### src/rtl/sscg_pkg.sv
package sscg_pkg;
  typedef enum logic [1:0] {
    ST_STOP    = 2'd0,
    ST_WAIT_HI = 2'd1,
    ST_WAIT_LO = 2'd2,
    ST_TAIL    = 2'd3
  } burst_st_t;
endpackage

### src/rtl/sscg_rise_det.sv
// Rising-edge detector on the falling oscillator edge.
module sscg_rise_det (
  input  logic clk,
  input  logic rst,
  input  logic din,
  output logic rise
);
  logic din_q;

  always_ff @(negedge clk) begin
    if (rst) din_q <= 1'b0;
    else     din_q <= din;
  end

  assign rise = din & ~din_q;
endmodule

### src/rtl/sscg_burst_fsm.sv
// Burst controller: decides, on each falling oscillator edge,
// whether the next oscillator high phase reaches the processor.
module sscg_burst_fsm
  import sscg_pkg::*;
#(
  parameter int TAIL_CLKS = 2
) (
  input  logic      clk,
  input  logic      rst,
  input  logic      run_mode,
  input  logic      start,
  input  logic      ale,
  output logic      en,
  output burst_st_t state
);
  localparam int CW = $clog2(TAIL_CLKS + 1);
  localparam logic [CW-1:0] TAIL_LOAD = CW'(TAIL_CLKS);
  localparam logic [CW-1:0] ONE       = CW'(1);

  logic [CW-1:0] tail_cnt;

  always_ff @(negedge clk) begin
    if (rst) begin
      state    <= ST_STOP;
      tail_cnt <= '0;
      en       <= 1'b0;
    end else if (run_mode) begin
      // Track bus phase while running so a switch to step mode
      // stops at the end of the current bus cycle.
      en       <= 1'b1;
      tail_cnt <= '0;
      state    <= ale ? ST_WAIT_LO : ST_WAIT_HI;
    end else begin
      unique case (state)
        ST_STOP: begin
          if (start) begin
            en    <= 1'b1;
            state <= ST_WAIT_HI;
          end else begin
            en <= 1'b0;
          end
        end
        ST_WAIT_HI: begin
          if (ale) state <= ST_WAIT_LO;
        end
        ST_WAIT_LO: begin
          if (!ale) begin
            state    <= ST_TAIL;
            tail_cnt <= TAIL_LOAD;
          end
        end
        ST_TAIL: begin
          if (tail_cnt <= ONE) begin
            en       <= 1'b0;
            tail_cnt <= '0;
            state    <= ST_STOP;
          end else begin
            tail_cnt <= tail_cnt - ONE;
          end
        end
        default: state <= ST_STOP;
      endcase
    end
  end
endmodule

### src/rtl/sscg_gate.sv
// Clock AND gate; enable is only ever updated while clk is low.
module sscg_gate (
  input  logic clk,
  input  logic en,
  output logic gclk
);
  assign gclk = clk & en;
endmodule

### src/rtl/step_clock_gate.sv
module step_clock_gate
  import sscg_pkg::*;
#(
  parameter int TAIL_CLKS = 2
) (
  input  logic osc_clk,
  input  logic rst,
  input  logic run_mode,
  input  logic step_req,
  input  logic ale,
  output logic gclk
);
  logic      req_rise;
  logic      gate_en;
  burst_st_t burst_state;

  sscg_rise_det u_req (
    .clk  (osc_clk),
    .rst  (rst),
    .din  (step_req),
    .rise (req_rise)
  );

  sscg_burst_fsm #(.TAIL_CLKS(TAIL_CLKS)) u_fsm (
    .clk      (osc_clk),
    .rst      (rst),
    .run_mode (run_mode),
    .start    (req_rise),
    .ale      (ale),
    .en       (gate_en),
    .state    (burst_state)
  );

  sscg_gate u_gate (
    .clk  (osc_clk),
    .en   (gate_en),
    .gclk (gclk)
  );
endmodule

### config.mk
export PLATFORM = sky130hd
export DESIGN_NAME = step_clock_gate
export DESIGN_NICKNAME = d
export VERILOG_FILES = /design/src/rtl/sscg_pkg.sv /design/src/rtl/sscg_rise_det.sv /design/src/rtl/sscg_burst_fsm.sv /design/src/rtl/sscg_gate.sv /design/src/rtl/step_clock_gate.sv
export SDC_FILE = /design/constraint.sdc
export NUM_CORES = 1
export LEC_CHECK = 0
export BUFFER_PORTS_ARGS = -buffer_cell sky130_fd_sc_hd__buf_2
export CAP_MARGIN = 20
export CORE_AREA = 2 2 39 41
export DETAILED_ROUTE_END_ITERATION = 8
export DIE_AREA = 0 0 41 43
export HOLD_SLACK_MARGIN = 0.1
export SLEW_MARGIN = 5
export SYNTH_ARGS = -nofsm -noshare
export SYNTH_HDL_FRONTEND = slang
export SYNTH_SLANG_ARGS = --single-unit
### constraint.sdc
create_clock -name osc_clk -period 3.8 [get_ports osc_clk]
set_input_delay 0.38 -clock osc_clk [delete_from_list [all_inputs] [get_ports osc_clk]]
set_output_delay 0.38 -clock osc_clk [all_outputs]
set_load 0.1 [all_outputs]
==> summary.md, run 1 <==
## Drt
* DRT Wirelength: 717 um
* average wire per standard cell: 9.82 um
* DRC errors left: 0
* average via count per standard cell: 4.70
* count of routing violations after the opening detailed-route iteration: 8
* post-route ant nets: 0
* number of vias after detailed routing: 343
* TritonRoute pass-1 iters: 4

## Pwr
* switching part of the total power: 0.389
* maximum resistive drop on vdd: 0.000202 V
* Net Switching: 117 uW
* power density of the placed cells: 599 nW/um^2
* fraction of power consumed by the clock network: 0.546
* total power after layout: 300 uW
* cell internal pwr: 183 uW
* portion of total power attributed to sequential cells: 0.253
* static leakage: 0.246 nW
* combinational cell fraction of total power: 0.200

## Worst setup path
* worst-path maximum fanout: 2
* reg-to-reg critical path endpoint: u_fsm.state[1]
* Crit. End Element: primary output
* type of the worst setup path: register to primary output
* type of element launching the critical path: register
* Required @ worst endpoint: 3.42 ns
* Crit Reg-Reg Startpoint: u_fsm.state[0]
* arrival time reported for the critical path endpoint: 3.16 ns
* Worst R2R Setup Slack: 2.19 ns
* reg2reg path depth: 6

## STA
* setup repair after global routing missed its margin: no
* final count of hold timing violations: 0
* worst hold slack across all endpoints: 0.496 ns
* final setup vio count: 0
* smallest setup slack after layout: 0.264 ns
* transition at the pin with the smallest max-transition slack: 0.482 ns
* worst clock skew on the final layout: 0.00412 ns
* Max-Slew Margin vs Limit: 0.681
* final setup TNS: 0 ns
* pins over their slew limit: 0

## Cells and area
* synthesis-to-finish area growth: 26.2%
* number of diodes: 0
* Util after Layout: 0.362
* Nets: 69
* fraction of layout cells with a size suffix above 1: 0.263
* fillers: 148
* finished layout cell area: 500 sq um
* post-route insts no fill: 73

## CTS
* CTS clk-pin slew, worst paths: 0.03 ns
* clock latency of the later-clocked register in the worst-skew pair: 0.42 ns
* TritonCTS clock tree: done
* post-CTS setup repair buffer count: 0
* Post-CTS Hold Buffers: 0
* # resized after CTS: 0

## Yosys
* net count after synthesis: 52
* Mapped Avg Cell Area: 9.44 sq um
* count of flip-flops with a built-in enable after synthesis: 0
* register bit total from synthesis: 6
* post-synthesis instance total: 42
* cell type with the highest aggregate area in the netlist: sky130_fd_sc_hd__dfxtp_1
* post-synthesis sequential area ratio: 0.303
* primary flip-flop cell chosen by synthesis mapping: sky130_fd_sc_hd__dfxtp_1
* share of flip-flops with an asynchronous set or reset: 0
* largest cells by area after synthesis: sky130_fd_sc_hd__dfxtp_1 30%, sky130_fd_sc_hd__ha_1 16%, sky130_fd_sc_hd__mux2i_1 7.6%
* area of the mapped netlist: 397 sq um
* total number of yosys warnings: 0
* leading cell types by count after synthesis: 6 x sky130_fd_sc_hd__dfxtp_1, 5 x sky130_fd_sc_hd__ha_1, 4 x sky130_fd_sc_hd__inv_1
* most frequently used cell type in the post-synthesis netlist: sky130_fd_sc_hd__dfxtp_1
* Distinct cells, synth: 22
* fraction of post-synthesis cell area in the top cell type by area: 0.303

## Global route
* global-route wire length before repair: 1210 um
* sum of overflow across all layers after global routing: 0
* overall global routing resource usage: 0.112
* vias in the first global route: 347
* largest net degree at the start of global routing: 10
* antenna violations before repair: 0

## Floorplanning
* Ports: 6
* die area: 1760 sq um
* floorplan die height: 43 um
* area of the placeable core: 1380 sq um
* initial standard-cell utilization of the core: 0.287
* number of cell rows: 14
* width of the die: 41 um

## Min path
* Min-Delay Path Depth: 2
* hold-critical path endpoint: u_fsm.en
* launch instance of the worst min-delay path: u_fsm.en
* Hold/Removal Path Class: register to register

## Place
* gpl congestion: 0.696
* number of cells in the design after placement: 62
* count of input and output buffers: 5
* setup slack at placement: 0.450 ns
* post-detail-place hpwl: 518 um
* Post-DP Area: 437 sq um

## Run
* max cap viols: 0

## Run status
* run status: finished, final reports clean

==> kinds of logic after synthesis <==
kind of cell / count (synthesis) / synth area share
flops: 6 / 0.303
mux: 4 / 0.114
buf+inv: 5 / 0.0504
compound gates: 10 / 0.214
fa+ha+maj: 5 / 0.158
simple gates: 12 / 0.161
==> registers in the layout, summed over array words and instances (netlist names) <==
name and count:
u_fsm.tail_cnt 2, u_fsm.state 2, u_fsm.en 1, u_req.din_q 1
==> power by group through the flow <==
| stage | sequential, mW | combinational (mW) | clock [mW] |
|---|---|---|---|
| floorplan | 0.0756 | 0.0490 | 0.0458 |
| global placement | 0.0766 | 0.0580 | 0.0483 |
| detailed placement | 0.0768 | 0.0608 | 0.0483 |
| CTS | 0.0760 | 0.0611 | 0.171 |
| global route | 0.0768 | 0.0686 | 0.180 |
| finish | 0.0759 | 0.0599 | 0.164 |
==> worst max-delay path by stage <==
stage / startpoint / endpoint / slack [ns] / depth (start not counted)
floorplan: u_fsm.en / gclk / 0.47 / 1
global placement: ale / u_fsm.state[1] / 0.48 / 5
detailed placement: ale / u_fsm.state[1] / 0.45 / 5
CTS: u_fsm.en / gclk / 0.25 / 2
global route: u_fsm.en / gclk / 0.19 / 2
finish: u_fsm.en / gclk / 0.26 / 2
==> worst max-delay path, stage by stage (launching register included) <==
cell	delay [ns]
sky130_fd_sc_hd__dfxtp_1	0.31
sky130_fd_sc_hd__and2_1	0.11
sky130_fd_sc_hd__buf_2	0.41
==> area by class of cell <==
cell class | count | area (sq um) | share of cell area
Clock inverter | 6 | 22.5 | 0.0450
Sequential cell | 6 | 120 | 0.240
Multi-Input combinational cell | 31 | 256 | 0.513
Tap cell | 16 | 20.0 | 0.0400
Clock buffer | 7 | 50.0 | 0.100
Timing Repair Buffer | 4 | 20.0 | 0.0400
Inverter | 3 | 11.3 | 0.0225
==> placed cells by master (no fill, tap or decap), types with 2 or more instances in the layout <==
cell / n
sky130_fd_sc_hd__a211oi_1: 2
sky130_fd_sc_hd__buf_2: 5
sky130_fd_sc_hd__clkbuf_4: 6
sky130_fd_sc_hd__dfxtp_1: 6
sky130_fd_sc_hd__ha_1: 5
sky130_fd_sc_hd__inv_1: 9
sky130_fd_sc_hd__mux2i_1: 3
sky130_fd_sc_hd__nand2_1: 3
sky130_fd_sc_hd__nor2_1: 2
sky130_fd_sc_hd__o21ai_0: 3
==> per-layer routing <==
metal / GRT usage / part of all wire / up-vias
met5: 0 / 0 / -
met1: 0.0994 / 0.45 / 156
met3: 0.0942 / 0.061 / 3
li1: - / - / 176
met2: 0.141 / 0.47 / 8
met4: 0.120 / 0.017 / 0
(Power assumes the default switching activity.)
==> inputs of run 2 (changes only) <==
--- a/config.mk
+++ b/config.mk
@@ -7,9 +7,9 @@
 export LEC_CHECK = 0
 export BUFFER_PORTS_ARGS = -buffer_cell sky130_fd_sc_hd__buf_2
 export CAP_MARGIN = 20
-export CORE_AREA = 2 2 39 41
+export CORE_MARGIN = 2
+export CORE_UTILIZATION = 25
 export DETAILED_ROUTE_END_ITERATION = 8
-export DIE_AREA = 0 0 41 43
 export HOLD_SLACK_MARGIN = 0.1
 export SLEW_MARGIN = 5
 export SYNTH_ARGS = -nofsm -noshare
==> run 2 against run 1 <==
  * Cell count did not move
  * Register-to-register slack barely moved
  * Via count did not move
  * Flip-flop and latch count did not move
  * Power rose by 0.40%
  * Critical endpoint unchanged
  * Worst setup slack got worse by 0.0029 ns
  * Largest power group unchanged
  * Final area did not move
  * Non-clock buffer count did not move
  * Sequential share of layout area did not move
  * Clock-buffer cell count did not move
  * Clock power barely moved
  * Utilization fell by 2.6 points
==> summary.md, run 2 (synthesized netlist as in run 1, its figures left out) <==
## Run status
* run status: finished, final reports clean

## Drt
* DRC errors left: 0, unchanged
* DRT Wirelength: 753 um, +5.0%
* number of vias after detailed routing: 343, unchanged
* TritonRoute pass-1 iters: 4, unchanged
* average via count per standard cell: 4.70, unchanged
* average wire per standard cell: 10.3 um, +5.0%
* post-route ant nets: 0, unchanged
* count of routing violations after the opening detailed-route iteration: 12, +4

## Worst setup path
* worst-path maximum fanout: 2, unchanged
* type of the worst setup path: register to primary output
* Crit. End Element: primary output
* reg2reg path depth: 6, unchanged
* Required @ worst endpoint: 3.42 ns, about the same
* Worst R2R Setup Slack: 2.20 ns, about the same
* type of element launching the critical path: register
* reg-to-reg critical path endpoint: u_fsm.state[1]
* Crit Reg-Reg Startpoint: u_fsm.state[0]
* arrival time reported for the critical path endpoint: 3.16 ns, about the same

## STA
* final count of hold timing violations: 0, unchanged
* final setup vio count: 0, unchanged
* setup repair after global routing missed its margin: no
* worst clock skew on the final layout: 0.0121 ns, +0.00799 ns
* worst hold slack across all endpoints: 0.488 ns, -0.00755 ns
* pins over their slew limit: 0, unchanged
* transition at the pin with the smallest max-transition slack: 0.488 ns, +0.00636 ns
* final setup TNS: 0 ns, unchanged
* Max-Slew Margin vs Limit: 0.677, -0.00421

## Global route
* largest net degree at the start of global routing: 10, unchanged
* antenna violations before repair: 0, unchanged
* global-route wire length before repair: 1410 um, +17%
* sum of overflow across all layers after global routing: 0, unchanged
* vias in the first global route: 404, +16%
* overall global routing resource usage: 0.115, +0.00217

## Cells and area
* area taken by flip-flops and latches: 120 sq um, unchanged
* most frequent standard cell in the layout excluding fill and tap cells: sky130_fd_sc_hd__inv_1
* multi-input gate area in the final layout: 256 sq um, unchanged
* highest-count cells in the layout ignoring fill and taps: 9 x sky130_fd_sc_hd__inv_1, 6 x sky130_fd_sc_hd__clkbuf_4, 6 x sky130_fd_sc_hd__dfxtp_1, 5 x sky130_fd_sc_hd__ha_1, 5 x sky130_fd_sc_hd__buf_2
* fillers: 155, +4.7%
* synthesis-to-finish area growth: 26.2%, unchanged
* Nets: 69, unchanged
* number of diodes: 0, unchanged
* Top Registers: u_fsm.state (2), u_fsm.tail_cnt (2)
* post-route insts no fill: 73, unchanged
* finished layout cell area: 500 sq um, unchanged
* fraction of layout cells with a size suffix above 1: 0.263, unchanged

## CTS
* CTS clk-pin slew, worst paths: 0.03 ns, about the same
* post-CTS setup repair buffer count: 0, unchanged
* Post-CTS Hold Buffers: 0, unchanged
* # resized after CTS: 0, unchanged
* TritonCTS clock tree: done
* clock latency of the later-clocked register in the worst-skew pair: 0.43 ns, about the same

## Floorplanning
* die area: 1920 sq um, +9.0%
* Ports: 6, unchanged
* number of cell rows: 14, unchanged
* initial standard-cell utilization of the core: 0.266, -0.0202
* area of the placeable core: 1490 sq um, +7.6%
* floorplan die height: 43.8 um, +1.9%
* width of the die: 43.8 um, +6.9%

## Place
* number of cells in the design after placement: 62, unchanged
* post-detail-place hpwl: 533 um, +2.8%
* Post-DP Area: 437 sq um, unchanged
* count of input and output buffers: 5, unchanged
* gpl congestion: 0.722, +3.7%

## Pwr
* static leakage: 0.246 nW, unchanged
* maximum resistive drop on vdd: 0.000186 V, -7.9%
* power density of the placed cells: 601 nW/um^2, +0.40%
* total power after layout: 301 uW, +0.40%

## Min path
* hold-critical path endpoint: u_fsm.en
* Hold/Removal Path Class: register to register
* Min-Delay Path Depth: 2, unchanged
* launch instance of the worst min-delay path: u_fsm.en

## Run
* max cap viols: 0, unchanged

run 2: power breakdown:
group	internal, mW	leakage [nW]	switching (mW)
registers	0.0702	0.0496	0.00578
clock network	0.0838	0.0674	0.0811
logic	0.0287	0.129	0.0311
total	0.183	0.246	0.118
run 2: worst max-delay path, stage by stage (launching register included):
cell and delay (ns):
sky130_fd_sc_hd__dfxtp_1 0.31, sky130_fd_sc_hd__and2_1 0.11, sky130_fd_sc_hd__buf_2 0.42
run 2: cell type report:
type	count	area share
inverter	3	0.0225
sequential	6	0.240
multi-input combinational	31	0.513
clock buffer	7	0.100
timing repair buffer	4	0.0400
clock inverter	6	0.0450
tap	16	0.0400
run 2: how the worst max path moves through the flow:
stage | start | end | slack (ns) | cells after the start
after floorplan | u_fsm.en | gclk | 0.47 | 1
after global placement | ale | u_fsm.state[1] | 0.50 | 5
after detailed placement | ale | u_fsm.state[1] | 0.48 | 5
after CTS | u_fsm.en | gclk | 0.25 | 2
after global routing | u_fsm.en | gclk | 0.17 | 2
final | u_fsm.en | gclk | 0.26 | 2
run 2: through the flow:
step                      utilization  setup WS [ns]
after CTS                       0.336          0.249
after global placement          0.293          0.502
after detailed placement        0.293          0.480
final                           0.336          0.261
after floorplan                     -          0.475
after global routing            0.336          0.170
run 2: metal layers:
metal / up-vias / share of wire / track usage
met5: - / 0 / 0
met4: 0 / 0.041 / 0.182
li1: 178 / - / -
met3: 4 / 0.039 / 0.0875
met2: 8 / 0.46 / 0.138
met1: 153 / 0.46 / 0.0927
==> inputs of run 3 (changes only) <==
--- a/config.mk
+++ b/config.mk
@@ -7,10 +7,14 @@
 export LEC_CHECK = 0
 export BUFFER_PORTS_ARGS = -buffer_cell sky130_fd_sc_hd__buf_2
 export CAP_MARGIN = 20
+export CELL_PAD_IN_SITES_DETAIL_PLACEMENT = 2
+export CELL_PAD_IN_SITES_GLOBAL_PLACEMENT = 2
 export CORE_MARGIN = 2
 export CORE_UTILIZATION = 25
 export DETAILED_ROUTE_END_ITERATION = 8
 export HOLD_SLACK_MARGIN = 0.1
+export PLACE_DENSITY_LB_ADDON = 0.1
+export REMOVE_ABC_BUFFERS = 1
 export SLEW_MARGIN = 5
 export SYNTH_ARGS = -nofsm -noshare
 export SYNTH_HDL_FRONTEND = slang
==> run 3 against run 2 <==
  * Die area unchanged
  * Clock-buffer cell count stayed put
  * Non-clock buffer count unchanged
  * Utilization did not move
  * Sequential power is 1% higher
  * Global-route usage increased by 5.0 points
  * Register-to-register slack got worse by 0.04 ns
  * Highest routed layer unchanged
  * Via count grew 10%
  * Critical endpoint unchanged
==> summary.md, run 3 (synthesized netlist as in run 1, its figures left out) <==
## Worst setup path
* Crit Reg-Reg Startpoint: u_fsm.state[0]
* type of the worst setup path: register to primary output
* reg2reg path depth: 6, unchanged
* worst-path maximum fanout: 2, unchanged
* type of element launching the critical path: register
* reg-to-reg critical path endpoint: u_fsm.state[1]
* Worst R2R Setup Slack: 2.16 ns, -0.04 ns
* CP startpoint: u_fsm.en
* CP Capture Point: gclk
* Crit. End Element: primary output
* arrival time reported for the critical path endpoint: 3.21 ns, +0.05 ns
* Required @ worst endpoint: 3.42 ns, about the same

## Cells and area
* fraction of layout cells with a size suffix above 1: 0.263, unchanged
* number of diodes: 0, unchanged
* synthesis-to-finish area growth: 26.2%, unchanged
* most frequent standard cell in the layout excluding fill and tap cells: sky130_fd_sc_hd__inv_1
* highest-count cells in the layout ignoring fill and taps: 9 x sky130_fd_sc_hd__inv_1, 6 x sky130_fd_sc_hd__clkbuf_4, 6 x sky130_fd_sc_hd__dfxtp_1, 5 x sky130_fd_sc_hd__ha_1, 5 x sky130_fd_sc_hd__buf_2
* fillers: 168, +8.4%
* post-route insts no fill: 73, unchanged
* Nets: 69, unchanged
* Top Registers: u_fsm.state (2), u_fsm.tail_cnt (2)

## STA
* final setup TNS: 0 ns, unchanged
* worst clock skew on the final layout: 0.0145 ns, +0.00238 ns
* transition at the pin with the smallest max-transition slack: 0.487 ns, -0.00174 ns
* setup repair after global routing missed its margin: no
* Max-Slew Margin vs Limit: 0.678, +0.00115
* final count of hold timing violations: 0, unchanged
* final setup vio count: 0, unchanged
* pins over their slew limit: 0, unchanged

## CTS
* CTS clk-pin slew, worst paths: 0.03 ns, about the same
* post-CTS setup repair buffer count: 0, unchanged
* clock latency of the later-clocked register in the worst-skew pair: 0.45 ns, +0.02 ns
* # resized after CTS: 0, unchanged
* TritonCTS clock tree: done
* Post-CTS Hold Buffers: 0, unchanged

## Place
* count of input and output buffers: 5, unchanged
* number of cells in the design after placement: 62, unchanged
* post-detail-place hpwl: 787 um, +48%
* gpl congestion: 0.684, -5.3%

## Floorplanning
* area of the placeable core: 1490 sq um, unchanged
* Ports: 6, unchanged
* initial standard-cell utilization of the core: 0.266, unchanged
* number of cell rows: 14, unchanged
* die area: 1920 sq um, unchanged
* width of the die: 43.8 um, unchanged
* floorplan die height: 43.8 um, unchanged

## Global route
* sum of overflow across all layers after global routing: 0, unchanged
* antenna violations before repair: 0, unchanged
* global-route wire length before repair: 1950 um, +39%
* largest net degree at the start of global routing: 10, unchanged
* vias in the first global route: 476, +18%
* overall global routing resource usage: 0.165, +0.0500

## Drt
* TritonRoute pass-1 iters: 2, -2
* post-route ant nets: 0, unchanged
* average via count per standard cell: 5.18, +10%
* DRT Wirelength: 1130 um, +49%
* DRC errors left: 0, unchanged
* average wire per standard cell: 15.4 um, +49%
* number of vias after detailed routing: 378, +10%
* count of routing violations after the opening detailed-route iteration: 4, -8

## Pwr
* total power after layout: 314 uW, +4.4%
* maximum resistive drop on vdd: 0.000306 V, +64%
* static leakage: 0.246 nW, unchanged
* combinational cell fraction of total power: 0.204, +0.005
* power density of the placed cells: 627 nW/um^2, +4.4%
* portion of total power attributed to sequential cells: 0.245, -0.008
* fraction of power consumed by the clock network: 0.552, +0.004
* Net Switching: 130 uW, +10%
* switching part of the total power: 0.415, +0.0226
* cell internal pwr: 184 uW, +0.46%

## Run
* max cap viols: 0, unchanged

## Min path
* Min-Delay Path Depth: 2, unchanged
* Hold/Removal Path Class: register to register

## Run status
* run status: finished, final reports clean

-- run 3: cell counts in the layout (fill, tap and decap cells not counted) --
Identical to the previous run, type by type.
-- run 3: power groups by stage --
stage,Sequential [mW],Combinational [mW],Clock (mW)
global placement,0.0768,0.0588,0.0483
CTS,0.0769,0.0654,0.184
finish,0.0768,0.0639,0.173
floorplan,0.0756,0.0476,0.0458
detailed placement,0.0776,0.0630,0.0483
global route,0.0775,0.0727,0.195
-- run 3: worst min path at each step --
stage	from	endpoint	slack, ns
finish	u_fsm.state[0]	u_fsm.state[0]	0.53
global route	u_fsm.state[0]	u_fsm.state[0]	0.55
CTS	u_fsm.state[0]	u_fsm.state[0]	0.53
detailed placement	u_fsm.state[0]	u_fsm.state[0]	0.52
global placement	u_fsm.en	u_fsm.en	0.48
floorplan	u_fsm.en	u_fsm.en	0.45
-- run 3: through the flow --
step | setup WS, ns | area (sq um) | hold slack [ns] | utilization
floorplan | 0.475 | 392 | 0.449 | -
global route | 0.154 | 500 | 0.546 | 0.336
CTS | 0.178 | 500 | 0.535 | 0.336
detailed placement | 0.435 | 437 | 0.523 | 0.293
global placement | 0.471 | 437 | 0.480 | 0.293
finish | 0.210 | 500 | 0.530 | 0.336
-- run 3: layout make-up --
type | instances | area [sq um] | share of cell area
well taps | 16 | 20.0 | 0.0400
inverters | 3 | 11.3 | 0.0225
flip-flops and latches | 6 | 120 | 0.240
clock inverters | 6 | 22.5 | 0.0450
clock buffers | 7 | 50.0 | 0.100
multi-input cells | 31 | 256 | 0.513
repair buffers | 4 | 20.0 | 0.0400
-- run 3: worst max-delay path: stages, from the launching register on --
cell and delay (ns):
sky130_fd_sc_hd__dfxtp_1 0.32, sky130_fd_sc_hd__and2_1 0.13, sky130_fd_sc_hd__buf_2 0.42
-- run 3: metal layers --
metal	wire, um	GRT usage
met3	57	0.0917
met1	428	0.133
met2	553	0.226
met4	86	0.255
met5	0	0
